[src/rtl/irq_steer_pkg.sv]
package irq_steer_pkg;
  localparam int NUM_CORES = 2;

  typedef enum logic [1:0] {
    DK_NONE  = 2'd0,
    DK_CPUID = 2'd1,
    DK_ROUTE = 2'd2
  } dec_kind_e;
endpackage

[src/rtl/irq_steer_decode.sv]
module irq_steer_decode
  import irq_steer_pkg::*;
#(
  parameter int ADDR_W     = 9,
  parameter int NUM_SRC    = 112,
  parameter int IDX_W      = 7,
  parameter int ROUTE_BASE = 'h80,
  parameter int ID_OFFSET  = 'h4
) (
  input  logic [ADDR_W-1:0] addr,
  output dec_kind_e         kind,
  output logic [IDX_W-1:0]  idx
);
  localparam logic [ADDR_W-1:0] BASE_A = ADDR_W'(ROUTE_BASE);
  localparam logic [ADDR_W-1:0] SPAN_A = ADDR_W'(2 * NUM_SRC);
  localparam logic [ADDR_W-1:0] ID_A   = ADDR_W'(ID_OFFSET);

  logic [ADDR_W-1:0] off;
  logic              in_win;

  always_comb begin
    off    = addr - BASE_A;
    in_win = (addr >= BASE_A) && (off < SPAN_A) && !off[0];
    idx    = off[IDX_W:1];
    if (in_win)
      kind = DK_ROUTE;
    else if (addr == ID_A)
      kind = DK_CPUID;
    else
      kind = DK_NONE;
  end
endmodule

[src/rtl/irq_steer_regs.sv]
module irq_steer_regs
  import irq_steer_pkg::*;
#(
  parameter int NUM_SRC = 112,
  parameter int IDX_W   = 7,
  parameter int DATA_W  = 16
) (
  input  logic                                  clk,
  input  logic                                  rst_n,
  input  logic                                  wr_en,
  input  dec_kind_e                             kind,
  input  logic [IDX_W-1:0]                      idx,
  input  logic [DATA_W-1:0]                     wdata,
  output logic [NUM_SRC-1:0][NUM_CORES-1:0]     route_q
);
  logic                 wr_hit;
  logic [NUM_SRC-1:0]   load;
  logic [NUM_CORES-1:0] new_en;

  // next-state: one-hot load strobe and the enable field to store
  always_comb begin
    wr_hit = wr_en && (kind == DK_ROUTE);
    load   = '0;
    if (wr_hit)
      load[idx] = 1'b1;
    new_en = wdata[NUM_CORES-1:0];
  end

  for (genvar i = 0; i < NUM_SRC; i++) begin : g_src
    always_ff @(posedge clk or negedge rst_n) begin
      if (!rst_n)
        route_q[i] <= '0;
      else if (load[i])
        route_q[i] <= new_en;
    end
  end

  // a routed write lands in the addressed register
  assert_write_lands_R5: assert property (@(posedge clk) disable iff (!rst_n)
    wr_hit |=> route_q[$past(idx)] == $past(wdata[NUM_CORES-1:0]));

  // reserved bits in the write data never change what is stored
  assert_rsvd_dropped_R6: assert property (@(posedge clk) disable iff (!rst_n)
    (wr_hit && (|wdata[DATA_W-1:NUM_CORES])) |=>
      route_q[$past(idx)] == $past(wdata[NUM_CORES-1:0]));

  // without a routed write the register array holds
  assert_array_holds_R9: assert property (@(posedge clk) disable iff (!rst_n)
    !wr_hit |=> $stable(route_q));
endmodule

[src/rtl/irq_steer_rdport.sv]
module irq_steer_rdport
  import irq_steer_pkg::*;
#(
  parameter int NUM_SRC = 112,
  parameter int IDX_W   = 7,
  parameter int DATA_W  = 16
) (
  input  logic                              clk,
  input  logic                              rst_n,
  input  logic                              sel,
  input  logic                              we,
  input  dec_kind_e                         kind,
  input  logic [IDX_W-1:0]                  idx,
  input  logic                              req_id,
  input  logic [NUM_SRC-1:0][NUM_CORES-1:0] route_q,
  output logic [DATA_W-1:0]                 rdata
);
  logic [DATA_W-1:0] rd_val;
  logic [DATA_W-1:0] rdata_d;
  logic              rd_en;

  always_comb begin
    case (kind)
      DK_ROUTE: rd_val = DATA_W'(route_q[idx]);
      DK_CPUID: rd_val = DATA_W'(req_id);
      default:  rd_val = '0;
    endcase
    rd_en   = sel && !we;
    rdata_d = rd_en ? rd_val : '0;
  end

  always_ff @(posedge clk or negedge rst_n) begin
    if (!rst_n)
      rdata <= '0;
    else
      rdata <= rdata_d;
  end

  // core-ID read returns the requester number
  assert_cpuid_read_R7: assert property (@(posedge clk) disable iff (!rst_n)
    (sel && !we && kind == DK_CPUID) |=> rdata == DATA_W'($past(req_id)));

  // no read request means zero read data next cycle
  assert_idle_zero_R10: assert property (@(posedge clk) disable iff (!rst_n)
    !sel |=> rdata == '0);

  // unmapped reads return zero
  assert_hole_reads_zero_R9: assert property (@(posedge clk) disable iff (!rst_n)
    (sel && kind == DK_NONE) |=> rdata == '0);
endmodule

[src/rtl/irq_steer_gate.sv]
module irq_steer_gate
  import irq_steer_pkg::*;
#(
  parameter int NUM_SRC = 112
) (
  input  logic [NUM_SRC-1:0]                src_irq,
  input  logic [NUM_SRC-1:0][NUM_CORES-1:0] route_q,
  output logic [NUM_CORES-1:0][NUM_SRC-1:0] core_irq
);
  for (genvar k = 0; k < NUM_CORES; k++) begin : g_core
    for (genvar n = 0; n < NUM_SRC; n++) begin : g_line
      assign core_irq[k][n] = src_irq[n] & route_q[n][k];
    end
  end
endmodule

[src/rtl/irq_steer.sv]
module irq_steer
  import irq_steer_pkg::*;
#(
  parameter int NUM_SRC    = 112,
  parameter int ADDR_W     = 9,
  parameter int DATA_W     = 16,
  parameter int ROUTE_BASE = 'h80,
  parameter int ID_OFFSET  = 'h4
) (
  input  logic               clk,
  input  logic               rst_n,
  input  logic               bus_sel,
  input  logic               bus_we,
  input  logic [ADDR_W-1:0]  bus_addr,
  input  logic [DATA_W-1:0]  bus_wdata,
  input  logic               bus_req_id,
  output logic [DATA_W-1:0]  bus_rdata,
  input  logic [NUM_SRC-1:0] src_irq,
  output logic [NUM_SRC-1:0] core0_irq,
  output logic [NUM_SRC-1:0] core1_irq
);
  localparam int IDX_W = $clog2(NUM_SRC);

  logic [1:0]                        rst_pipe;
  logic                              rst_sync_n;
  dec_kind_e                         kind;
  logic [IDX_W-1:0]                  idx;
  logic                              wr_en;
  logic [NUM_SRC-1:0][NUM_CORES-1:0] route_q;
  logic [NUM_CORES-1:0][NUM_SRC-1:0] core_irq;

  // asynchronous assert, synchronous release
  always_ff @(posedge clk or negedge rst_n) begin
    if (!rst_n)
      rst_pipe <= 2'b00;
    else
      rst_pipe <= {rst_pipe[0], 1'b1};
  end
  assign rst_sync_n = rst_pipe[1];
  assign wr_en      = bus_sel && bus_we;

  irq_steer_decode #(
    .ADDR_W(ADDR_W), .NUM_SRC(NUM_SRC), .IDX_W(IDX_W),
    .ROUTE_BASE(ROUTE_BASE), .ID_OFFSET(ID_OFFSET)
  ) u_decode (
    .addr(bus_addr), .kind(kind), .idx(idx)
  );

  irq_steer_regs #(
    .NUM_SRC(NUM_SRC), .IDX_W(IDX_W), .DATA_W(DATA_W)
  ) u_regs (
    .clk(clk), .rst_n(rst_sync_n), .wr_en(wr_en), .kind(kind),
    .idx(idx), .wdata(bus_wdata), .route_q(route_q)
  );

  irq_steer_rdport #(
    .NUM_SRC(NUM_SRC), .IDX_W(IDX_W), .DATA_W(DATA_W)
  ) u_rdport (
    .clk(clk), .rst_n(rst_sync_n), .sel(bus_sel), .we(bus_we),
    .kind(kind), .idx(idx), .req_id(bus_req_id),
    .route_q(route_q), .rdata(bus_rdata)
  );

  irq_steer_gate #(
    .NUM_SRC(NUM_SRC)
  ) u_gate (
    .src_irq(src_irq), .route_q(route_q), .core_irq(core_irq)
  );

  assign core0_irq = core_irq[0];
  assign core1_irq = core_irq[1];

  // core 0 never sees a line that is not raised at the source
  assert_core0_subset_R2: assert property (@(posedge clk) disable iff (!rst_sync_n)
    (core0_irq & ~src_irq) == '0);

  // core 1 never sees a line that is not raised at the source
  assert_core1_subset_R3: assert property (@(posedge clk) disable iff (!rst_sync_n)
    (core1_irq & ~src_irq) == '0);
endmodule

[config.mk]
export PLATFORM = sky130hd
export DESIGN_NAME = irq_steer
export DESIGN_NICKNAME = d
export VERILOG_FILES = /design/src/rtl/irq_steer_pkg.sv /design/src/rtl/irq_steer_decode.sv /design/src/rtl/irq_steer_regs.sv /design/src/rtl/irq_steer_rdport.sv /design/src/rtl/irq_steer_gate.sv /design/src/rtl/irq_steer.sv
export SDC_FILE = /design/constraint.sdc
export NUM_CORES = 1
export LEC_CHECK = 0
export BUFFER_PORTS_ARGS = -buffer_cell sky130_fd_sc_hd__buf_2
export CAP_MARGIN = 15
export CORE_MARGIN = 10
export CORE_UTILIZATION = 45
export CTS_BUF_LIST = sky130_fd_sc_hd__clkbuf_4
export CTS_CLUSTER_SIZE = 24
export DETAILED_ROUTE_END_ITERATION = 8
export PLACE_DENSITY = 0.73
export SETUP_SLACK_MARGIN = 0.02
export SYNTH_ARGS = -nofsm -noshare
export SYNTH_HDL_FRONTEND = slang
export SYNTH_SLANG_ARGS = --single-unit
[constraint.sdc]
create_clock -name clk -period 14.45 [get_ports clk]
set_clock_uncertainty 0.2 [all_clocks]
set_input_delay 1.445 -clock clk [delete_from_list [all_inputs] [get_ports clk]]
set_output_delay 1.445 -clock clk [all_outputs]
set_load 0.005 [all_outputs]
[Word level (Yosys, flattened, before mapping)]
Cells that the tools add are included.
Word-level totals
  bits in registers: 242
  bits of input ports: 142
  output and inout port bits: 240
Cells by class
  $add $sub $neg: 1
  magnitude comparators: 4
  equality and inequality tests: 3
  muxes and demuxes: 9
  bitwise operators: 224
  reductions and logical operators: 8
Operators by type and width (count)
  $and A1 B1 Y1: 224
  $mux W112: 1
  $bmux W2 S7: 1
  $eq A9 B3 Y1 const B: 1
  $ge A9 B8 Y1 const B: 1
  $lt A9 B8 Y1 const B: 1
  $sub A9 B8 Y9 const B: 1
  $lt A7 B8 Y1 const B: 1
  $demux W1 S7: 1
  $ge A7 B1 Y1 const B: 1
  $logic_and A1 B1 Y1: 6
  $mux W2: 3
  $pmux W2 S2: 1
  $eq A2 B1 Y1 const B: 1
  $eq A2 B2 Y1 const B: 1
  $logic_not A1 Y1: 2
  $mux W1: 2

[Logic depth before layout (Yosys ltp)]
Gate-level depths: netlist of run 1.
  word-level depth: 8
  depth in mapped cells: 9
  gate-level depth less buffers: 8

[Hierarchy]
From an unflattened synthesis of run 1, not the netlist that was laid out.
Second synthesis, totals
  cell total of the unflattened synthesis: 1079
  area total of the unflattened synthesis: 13176.4 um2
Modules (own cells, without submodules)
  irq_steer_regs: instances 1, cells each 652, area an instance 9337.7 um2, sequential area each 5605.4 um2
  irq_steer_rdport: instances 1, cells each 177, area an instance 2210.9 um2, sequential area each 50.0 um2
  irq_steer_gate: instances 1, cells each 224, area an instance 1401.3 um2, sequential area each 0.0 um2
  irq_steer_decode: instances 1, cells each 22, area an instance 166.4 um2, sequential area each 0.0 um2
  irq_steer: instances 1, cells each 4, area an instance 60.1 um2, sequential area each 50.0 um2

[Worst setup path after synthesis of run 1]
Ideal clock, no wire load.
  path type: input-to-reg
  from: in bus_addr[8]
  to: reg u_regs.route_q[160] in the netlist's numbering
  setup time: 0.125 ns
  data arrival time: 3.364 ns
  required time: 14.125 ns
  path slack: 10.761 ns
  stages: 9
  cell sequence: inv_1 ha_1 or4b_4 o21ai_4 and4_1 buf_6 nand3_4 or3_4 mux2_4
Between the ends
  word-level cells in the longest chain between the ends: 8
  elaborated cells on any way between the ends: 11
Ends and longest elaborated chain
  start, declared: line irq_steer.sv:14  | input logic [ADDR_W-1:0] bus_addr,
  $sub A9 B8 Y9: line irq_steer_decode.sv:22  | off = addr - BASE_A;
  $lt A9 B8 Y1: line irq_steer_decode.sv:23  | in_win = (addr >= BASE_A) && (off < SPAN_A) && !off[0];
  $logic_and A1 B1 Y1 (2 in a row): line irq_steer_decode.sv:23
  $mux W2 (*): line irq_steer_decode.sv:25  | if (in_win)
  $eq A2 B2 Y1 (*): line irq_steer_regs.sv:22  | wr_hit = wr_en && (kind == DK_ROUTE);
  $logic_and A1 B1 Y1 (*): line irq_steer_regs.sv:22
  $mux W112 (*): line irq_steer_regs.sv:24  | if (wr_hit)
  end signal, assigned by index: line irq_steer_regs.sv:34  | route_q[i] <= new_en;
  end, declared: line irq_steer_regs.sv:14  | output logic [NUM_SRC-1:0][NUM_CORES-1:0] route_q
Mark *: on every way between the ends. The rest lies on a longest branch, timed or not.
A chain may end at the register's enable or synchronous reset.

[Worst setup path in the final report of run 1]
  from: in bus_addr[1]
  to: reg u_rdport.rdata[0]
Between the ends
  word-level cells in the longest chain between the ends: 8
  elaborated cells on any way between the ends: 14
Ends and longest elaborated chain
  $sub A9 B8 Y9: line irq_steer_decode.sv:22
  $lt A9 B8 Y1: line irq_steer_decode.sv:23
  $logic_and A1 B1 Y1 (2 in a row): line irq_steer_decode.sv:23
  $mux W2: line irq_steer_decode.sv:25
  $eq A2 B1 Y1 / $eq A2 B2 Y1 (equally long branches): line irq_steer_rdport.sv:23  | case (kind)
  $pmux W2 S2 (*): line irq_steer_rdport.sv:23
  $mux W2 (*): line irq_steer_rdport.sv:29  | rdata_d = rd_en ? rd_val : '0;
  named net u_rdport.rdata_d[0]: line irq_steer_rdport.sv:19  | logic [DATA_W-1:0] rdata_d;
  end signal, assigned: line irq_steer_rdport.sv:36  | rdata <= rdata_d;
  end, declared: line irq_steer_rdport.sv:16  | output logic [DATA_W-1:0] rdata
Mark *: on every way through the listed nets, which the timed path passes. The rest lies on a longest branch. The select of a mux whose other input is x is not followed.

==> impl_metrics.toml, run 1 <==
[status]
status = "finished clean"

[routing]
ant_nets = 0
drt_first_pass_iters = 8
vias = 10860
drc = 0
via_per_inst = 5.597
wl_um = 44830
wl_per_cell_um = 23.10
drtIter0Drc = 908

[layout]
nFillCells = 2475
multi_input_area_um2 = 6705
post_route_cells_drive_above_1_share_pct = 46.95
final_cells = 1941
syn_to_final_growth_pct = 21.60
final_nets = 1666
seq_area_um2 = 5709
fin_util_pct = 55.64

[floorplan]
initial_core_util_pct = 45.76
std_cell_rows = 61
core_um2 = 27860
dieArea_um2 = 35460
die_height_um = 188.3
die_w_um = 188.3
ios = 382

[timing]
rsz0062_at_grt = "false"
clock.fmax_mhz = 214.2
holdWs_ns = 0.08293
slew_headroom_pct = 14.10
period_share_pct = 32.30
finalHoldViolations = 0
worst_slew_pin_slew_ns = 1.284
layout_min_cycle_time_ns = 4.668
final-max-slew-violation-count = 0
finalSetupTns_ns = 0
setup_viol = 0

[grt]
grt_max_degree = 113
grt.total_usage_pct = 24.40
overflow = 0
grt_pass1_wl_um = 68450
antenna_found_initial = 7
grt_pass1_vias = 11620

[clock_tree]
ctsHoldBuffers = 0
clk_pin_slew_ns = 0.07
cts_buffers = 58
clock-sinks = 228
cts_max_path_buffers = 3
cts_tree = "built"
postCtsSetupRepairBufs = 0
htree_levels = 2
cts_root_buffer = "clkbuf_4"
cts-resized-gates = 0
clock_latency_ns = 0.70

[yosys]
ys_top_cells_by_count = "248 x mux2_2, 228 x dfrtp_1, 224 x and2_1, 83 x nand2_1, 71 x nor2_1"
yosysMostFrequentCell = "mux2_2"
synth_top_area_cell = "dfrtp_1"
yosysWarningCount = 0
yosys.area.top_type_share_pct = 44.76
ys_async_sr_fraction_pct = 100.0
yosys-top-cells-area = "dfrtp_1 45%, mux2_2 22%, and2_1 11%"
synth.distinct_cells = 58
ys_ff_latch = 228
synth_edf_count = 0
ys.flop_type = "dfrtp_1"
yosysSeqAreaShare_pct = 44.76
synthCells = 1153
netlist_area_um2 = 12750
syn_area_per_cell_um2 = 11.06

[place]
dp_hpwl_um = 32350
placed_cells = 1838
io_buffers = 353
globalplace.congestion = 0.8309

[job]
maxCapViolations = 0

[setup_path]
critical_path_class = "in2reg"
required_ns = 14.89
end_kind = "flip-flop"
startpoint_type = "primary input"
ff2ff_setup_slack_ns = 12.06
critPathArrivalTime_ns = 5.10
critPathMaxFanout = 60

[pwr]
powerDensity_nw_per_um2 = 83.01
p_leak_nw = 8.245
ir_drop_mv = 0.04656

[worst_hold_path]
hold_path_class = "reg2async"
## flip-flops by register name (all words and copies together) (netlist names)
name            count
u_regs.route_q    224
rst_pipe            2
u_rdport.rdata      2
## area by class of cell
cell class              count  area share, %
clock buffers              82          3.971
well taps                 378          3.051
multi-input cells         858          43.26
inverters                   6         0.1453
repair buffers            369          12.29
diodes                      6        0.09686
flip-flops and latches    228          36.83
clock inverters            14         0.3552
## metrics by stage
| stage | cell area (um^2) | setup slack, ns | power [mW] |
|---|---|---|---|
| 3_3_place_gp | 14780 | 9.245 | 0.7770 |
| 6_report | 15500 | 9.782 | 1.287 |
| 2_1_floorplan | 12800 | 7.426 | 0.7270 |
| 4_1_cts | 15470 | 9.963 | 1.294 |
| 3_5_place_dp | 14800 | 9.237 | 0.7796 |
| 5_1_grt | 15500 | 9.719 | 1.339 |
## metal layers
layer	global-route usage, %	vias to the layer above	share of wire, %
met5	0	-	0.029
met1	29.96	5464	41
met2	40.25	508	48
met3	7.736	65	8.9
met4	7.265	2	2.2
li1	-	4825	-
## cell families (layout without fill, tap and decap cells)
logic type      after synthesis  after routing  synth area share [%]
compound gates              106            106                 6.223
other cells                   2             21               0.05891
fa+ha+maj                     3              3                0.2945
simple gates                442            442                 19.11
mux                         292            292                 26.51
buf+inv                      80            471                 3.043
flops                       228            228                 44.76
## report_power, final
group / internal (mW) / switching [mW] / total [mW]
logic: 0.0393 / 0.0751 / 0.114
clock network: 0.258 / 0.260 / 0.518
registers: 0.646 / 0.00858 / 0.654
total: 0.943 / 0.344 / 1.29
## worst paths after layout
check                       startpoint                  end  depth (start not counted)
max                        bus_addr[1]    u_rdport.rdata[0]                          8
min                        rst_pipe[1]  u_regs.route_q[197]                          0
max reg2reg                rst_pipe[1]  u_regs.route_q[151]                          2
min reg2reg                rst_pipe[1]  u_regs.route_q[197]                          0
max in group asynchronous  rst_pipe[1]  u_regs.route_q[151]                          2
min in group clk           rst_pipe[0]          rst_pipe[1]                          0
## cells in the final DEF (no fill, tap or decap), types with 6 or more instances in the layout
| cell type | Yosys | layout |
|---|---|---|
| diode_2 | 0 | 6 |
| clkinv_1 | 0 | 12 |
| mux4_2 | 10 | 10 |
| buf_2 | 13 | 352 |
| conb_1 | 2 | 15 |
| nand2_1 | 83 | 83 |
| dfrtp_1 | 228 | 227 |
| buf_4 | 15 | 15 |
| a22oi_1 | 21 | 21 |
| nand3_1 | 14 | 14 |
| a21oi_1 | 14 | 14 |
| o2111ai_1 | 7 | 7 |
| clkbuf_4 | 0 | 82 |
| and2_1 | 224 | 224 |
| nand2b_1 | 7 | 7 |
| a221oi_1 | 18 | 18 |
| inv_1 | 6 | 6 |
| mux2i_1 | 29 | 29 |
| nor2_1 | 71 | 71 |
| mux2_2 | 248 | 248 |
| nor2b_1 | 7 | 6 |
| o21ai_0 | 13 | 13 |
## worst max-delay path: stages
cell and delay, ns:
buf_4 0.47, buf_4 0.79, and2_0 1.04, a221oi_1 0.28, o2111ai_1 0.42, nand4b_1 0.28, nand4_1 0.20, o31a_1 0.15
(Power assumes the default switching activity.)
==> inputs of run 2 (changes only) <==
--- a/config.mk
+++ b/config.mk
@@ -5,6 +5,7 @@
 export SDC_FILE = /design/constraint.sdc
 export NUM_CORES = 1
 export LEC_CHECK = 0
+export ABC_AREA = 1
 export BUFFER_PORTS_ARGS = -buffer_cell sky130_fd_sc_hd__buf_2
 export CAP_MARGIN = 15
 export CORE_MARGIN = 10
==> constraint.sdc (replaced) <==
create_clock -name clk -period 4.3 [get_ports clk]
set_clock_uncertainty 0.2 [all_clocks]
set_input_delay 0.43 -clock clk [delete_from_list [all_inputs] [get_ports clk]]
set_output_delay 0.43 -clock clk [all_outputs]
set_load 0.005 [all_outputs]
==> run 2 against run 1 <==
  * Critical path depth grew 6
  * Largest cell class unchanged
  * Synthesized cell count is 80% higher
  * Critical path type unchanged
  * Hold slack improved by 0.029 ns
  * Largest power group unchanged
==> impl_metrics.toml, run 2 <==
[layout]
largest_reg_flops = 224
nFillCells = 2907
post_route_cells_drive_above_1_share_pct = 20.00
final_cell_mix = "840 x nand2_1, 426 x inv_1, 352 x buf_2"
final_common_cell = "nand2_1"
top_register = "u_regs.route_q"
fin_area_um2 = 16330
top_regs = "u_regs.route_q (224), rst_pipe (2), u_rdport.rdata (2)"
syn_to_final_growth_pct = 21.76
final_nets = 2597

[routing]
vias = 14040
wl_met3_um = 4310
drt_first_pass_iters = 5
ant_nets = 0
drtIter0Drc = 962
wl_um = 46840
via_per_inst = 4.868
met1_length_um = 19420
drc = 0
routed.top_layer = "met5"
wl_met2_um = 21740
wl_per_cell_um = 16.25

[floorplan]
ios = 382
core_um2 = 29560
dieArea_um2 = 37120
die_w_um = 192.7
die_height_um = 192.7
initial_core_util_pct = 45.38
std_cell_rows = 63

[yosys]
ys_ff_latch = 228
synth_top_area_cell = "dfrtp_1"
yosysSeqAreaShare_pct = 42.53
synth.distinct_cells = 28
yosysMostFrequentCell = "nand2_1"
yosys.area.top_type_share_pct = 42.53
yosys-top-cells-area = "dfrtp_1 43%, nand2_1 24%, inv_1 12%"
ys_async_sr_fraction_pct = 100.0
netlist_area_um2 = 13410
yosysWarningCount = 0
synthCells = 2074
synth_edf_count = 0
ys_top_cells_by_count = "840 x nand2_1, 428 x inv_1, 228 x dfrtp_1, 120 x o21ai_0"
syn_area_per_cell_um2 = 6.468
ys.flop_type = "dfrtp_1"

[job]
maxCapViolations = 0

[setup_path]
required_ns = 4.65
startpoint_type = "primary input"
end_kind = "flip-flop"
critPathMaxFanout = 18
critical_path_class = "in2reg"
critPathArrivalTime_ns = 3.69

[status]
status = "finished clean"

[pwr]
ir_drop_mv = 0.1544
powerDensity_nw_per_um2 = 277.0
pwr-share-comb_pct = 10.1
power_switching_share_pct = 26.73
pwr-share-clk_pct = 41.4
internal_power_mw = 3.315
p_switching_mw = 1.209
power_frac_seq_pct = 48.5
p_leak_nw = 10.37
design_power_total_mw = 4.524

[clock_tree]
cts_buffers = 60
cts-resized-gates = 0
clk_pin_slew_ns = 0.06
cts_tree = "built"
cts_root_buffer = "clkbuf_4"
htree_levels = 2
cts_max_path_buffers = 3
clock_latency_ns = 0.73
clock-sinks = 228

[grt]
grt_max_degree = 131
grt.total_usage_pct = 24.57
grt_pass1_vias = 13520
grt_pass1_wl_um = 71590
overflow = 0
antenna_found_initial = 5

[timing]
rsz0062_at_grt = "false"
period_share_pct = 77.75
finalHoldViolations = 0
layout_min_cycle_time_ns = 3.343
final-max-slew-violation-count = 0
finalSetupTns_ns = 0
clock.fmax_mhz = 299.1
holdWs_ns = 0.1119
worst_slew_pin_slew_ns = 0.8975
setup_viol = 0
slew_headroom_pct = 39.94

[place]
globalplace.congestion = 0.8733
place_area_um2 = 15490
io_buffers = 353
dp_hpwl_um = 33820

[worst_hold_path]
hold_path_class = "in2reg"
[run 2: cell types whose count changed in the layout (fill, tap and decap cells not counted), moves of 88 or more]
| cell | change |
|---|---|
| inv_1 | +420 |
| o21ai_0 | +107 |
| nand2_1 | +757 |
| o21ai_1 | +117 |
| and2_1 | -224 |
| nand3_1 | +88 |
| mux2_2 | -248 |
[run 2: final timing paths]
| path | startpoint | end | slack (ns) | cells after the start |
|---|---|---|---|---|
| setup reg to reg | u_regs.route_q[78] | u_rdport.rdata[0] | 1.84 | 12 |
| setup / recovery | bus_addr[2] | u_rdport.rdata[0] | 0.96 | 14 |
| max in group asynchronous | rst_pipe[1] | u_regs.route_q[41] | 3.05 | 1 |
| hold / removal | bus_addr[7] | u_regs.route_q[212] | 0.11 | 6 |
| min in group asynchronous | rst_pipe[1] | u_regs.route_q[78] | 0.18 | 1 |
| hold reg to reg | rst_pipe[0] | rst_pipe[1] | 0.16 | 0 |
[run 2: area by class of cell]
class / instances / area (um^2) / share of cell area (%)
Multi-Input combinational cell: 1348 / 5737 / 35.12
Sequential cell: 228 / 5709 / 34.95
Timing Repair Buffer: 378 / 2004 / 12.27
Inverter: 436 / 1642 / 10.05
Clock buffer: 91 / 683.2 / 4.183
Tap cell: 390 / 488.0 / 2.988
Clock inverter: 9 / 62.56 / 0.3830
Antenna cell: 3 / 7.507 / 0.04596
[run 2: metal layers]
metal | global-route usage (%) | vias to the layer above
li1 | - | 6938
met2 | 40.90 | 570
met3 | 5.295 | 97
met1 | 30.86 | 6426
met4 | 8.676 | 4
met5 | 0 | -
[run 2: what timing repair did]
action	in CTS	in global routing
setup buffers	0	0
hold buffers	9	0
endpoints found under the hold margin	4	0
[run 2: stage by stage]
step           util [%]  instances  worst slack, ns
2_1_floorplan         -       2087           0.3524
3_3_place_gp      52.40       2771           0.9868
3_5_place_dp      52.40       2771           0.9162
4_1_cts           55.23       2880            1.098
5_1_grt           55.25       2883           0.8578
6_report          55.25       2883           0.9566
[run 2: kinds of logic (layout without fill, tap and decap cells)]
group | count (synthesis) | in the layout | share of synthesized area (%)
fa+ha+maj | 3 | 3 | 0.2799
flops | 228 | 228 | 42.53
compound gates | 245 | 245 | 9.188
simple gates | 1085 | 1085 | 32.82
other cells | 2 | 18 | 0.05599
buf+inv | 511 | 914 | 15.12
[run 2: worst max-delay path: stages]
cell and delay, ns:
buf_2 0.20, nand2_1 0.53, clkinv_1 0.87, nand3_1 0.28, nand2_1 0.07, nor2_1 0.25
nor2_1 0.07, nor2_1 0.11, nand2_1 0.06, nand2_1 0.07, nand2_1 0.06, nor2_1 0.08
nor2_1 0.05, dlygate4sd3_1 0.55
[run 2: power groups by stage]
stage	Combinational (mW)	Clock (mW)	Sequential, mW
floorplan	0.241	0	2.25
global placement	0.441	0	2.23
detailed placement	0.451	0	2.23
CTS	0.457	1.91	2.20
global route	0.512	2.02	2.20
finish	0.456	1.87	2.20
==> inputs of run 3 (changes only) <==
--- a/config.mk
+++ b/config.mk
@@ -13,7 +13,7 @@
 export CTS_BUF_LIST = sky130_fd_sc_hd__clkbuf_4
 export CTS_CLUSTER_SIZE = 24
 export DETAILED_ROUTE_END_ITERATION = 8
-export PLACE_DENSITY = 0.73
+export PLACE_DENSITY = 0.75
 export SETUP_SLACK_MARGIN = 0.02
 export SYNTH_ARGS = -nofsm -noshare
 export SYNTH_HDL_FRONTEND = slang
==> constraint.sdc (replaced) <==
create_clock -name clk -period 2.9 [get_ports clk]
set_clock_uncertainty 0.2 [all_clocks]
set_input_delay 0.29 -clock clk [delete_from_list [all_inputs] [get_ports clk]]
set_output_delay 0.29 -clock clk [all_outputs]
set_load 0.005 [all_outputs]
==> run 3 against run 2 <==
  * Worst setup slack worse by 0.79 ns
  * Critical path depth shrank 2
  * Core utilization rose by 0.83 points
  * Combinational power rose by 52%
  * Design area is 1.5% higher
  * Sequential power is 48% higher
  * Sequential share of layout area shrank 0.52 points
  * Clock power grew 49%
  * Final cell count rose by 1.0%
  * Hold slack got worse by 0.068 ns
  * Via count up 1.2%
  * Register-to-register slack lost 1.4 ns
==> impl_metrics.toml, run 3 (synthesis results as in run 2) <==
[status]
status = "finished clean"

[clock_tree]
cts_tree = "built"
clock_latency_ns = 0.71
cts_root_buffer = "clkbuf_4"
clk_pin_slew_ns = 0.07
cts_max_path_buffers = 3
htree_levels = 2
cts_buffers = 60
postCtsSetupRepairBufs = 0
clock-sinks = 228

[setup_path]
critPathArrivalTime_ns = 3.16
r2r-start = "u_regs.route_q[78]"
critPathMaxFanout = 9
ff2ff_setup_slack_ns = 0.49
reg2reg_depth = 12
endpoint = "u_rdport.rdata[0]"
end_kind = "flip-flop"
r2r_end = "u_rdport.rdata[0]"
startpoint_type = "primary input"
startpoint = "bus_addr[7]"
required_ns = 3.33
cpMaxStageDelayCell = "dlygate4sd3_1"
max_stage_delay_ns = 0.59
critical_path_class = "in2reg"
path_cells = "dlygate4sd3_1 -> buf_2 -> inv_1 -> nand2_1 -> nor2_1 -> buf_4 -> nand2_1 -> nor4_1 -> dlygate4sd3_1 -> o21ai_0 -> nor2_1 -> dlygate4sd3_1"
cp_common_cell = "dlygate4sd3_1"

[routing]
via_per_inst = 4.878
ant_nets = 0
drt_first_pass_iters = 6
drc = 0
wl_per_cell_um = 16.19
vias = 14210
wl_um = 47160
drtIter0Drc = 1142

[floorplan]
core_um2 = 29560
dieArea_um2 = 37120
ios = 382
std_cell_rows = 63
initial_core_util_pct = 45.38
die_w_um = 192.7
die_height_um = 192.7

[layout]
top_regs = "u_regs.route_q (224), rst_pipe (2), u_rdport.rdata (2)"
final_common_cell = "nand2_1"
syn_to_final_growth_pct = 23.59
largest_reg_flops = 224
post_route_cells_drive_above_1_share_pct = 20.72
final_nets = 2622
top_register = "u_regs.route_q"
final_cell_mix = "839 x nand2_1, 426 x inv_1, 352 x buf_2"

[timing]
layout_min_cycle_time_ns = 2.730
final-max-slew-violation-count = 0
slew_headroom_pct = 44.13
clock.fmax_mhz = 366.3
period_share_pct = 94.13
rsz0062_at_grt = "false"
setup_viol = 0
worst_slew_pin_slew_ns = 0.8380
holdWs_ns = 0.04406
finalSetupTns_ns = 0
finalHoldViolations = 0

[grt]
overflow = 0
grt.total_usage_pct = 24.37
grt_pass1_wl_um = 70680
grt_max_degree = 118
antenna_found_initial = 5
grt_pass1_vias = 13500

[pwr]
p_leak_nw = 10.52
powerDensity_nw_per_um2 = 406.4
ir_drop_mv = 0.2314

[place]
io_buffers = 353
dp_hpwl_um = 34250
globalplace.congestion = 0.8836

[worst_hold_path]
hold_path_class = "reg2async"

[job]
maxCapViolations = 0
==> run 3: area by class of cell <==
class                      instances  area [um^2]
fill                            2845        12980
clock inverter                     8        30.03
clock buffer                      96        720.7
tap                              390        488.0
multi-input combinational       1348         5739
timing repair buffer             403         2242
antenna                            3        7.507
inverter                         436         1642
sequential                       228         5709
==> run 3: what timing repair did <==
item,in CTS,in global routing
hold endpoints to repair,57,0
hold buffers,14,0
resized for setup,0,1
endpoints found under the setup margin,0,1
==> run 3: how the worst min path moves through the flow <==
stage | end | slack (ns) | depth (start not counted)
after CTS | u_regs.route_q[16] | 0.02 | 6
after floorplan | rst_pipe[0] | -0.21 | 0
after detailed placement | rst_pipe[0] | -0.12 | 1
final | u_regs.route_q[83] | 0.04 | 0
after global placement | rst_pipe[0] | -0.12 | 1
after global routing | u_regs.route_q[81] | 0.07 | 0
==> run 3: where the power goes <==
group          switching (mW)  internal [mW]
logic                   0.468          0.226
registers              0.0442           3.22
clock network            1.31           1.47
total                    1.82           4.92
==> run 3: routing by layer <==
| layer | global-route usage, % | wire (um) | part of all wire, % | vias up |
|---|---|---|---|---|
| li1 | - | - | - | 6978 |
| met1 | 30.30 | 18790 | 40 | 6466 |
| met4 | 10.91 | 1742 | 3.7 | 6 |
| met5 | 0 | 46 | 0.098 | - |
| met3 | 5.638 | 4985 | 11 | 115 |
| met2 | 39.61 | 21600 | 46 | 640 |
==> run 3: worst max-delay path: cells and delay by family <==
kind	cells	cell delay, ns
compound gates	1	0.09
buf+inv	6	2.17
simple gates	5	0.62
==> run 3: metrics by stage <==
stage                     instances  instance area, um^2  utilization (%)  power [mW]  setup WS [ns]
final                          2912                16580            56.08       6.737         0.1702
after global routing           2911                16580            56.08       7.046        0.08245
after CTS                      2909                16570            56.05       6.789         0.1517
after detailed placement       2791                15680            53.04       3.996         0.3043
after global placement         2791                15680            53.04       3.981         0.3429
after floorplan                2087                13470                -       3.698         0.3945
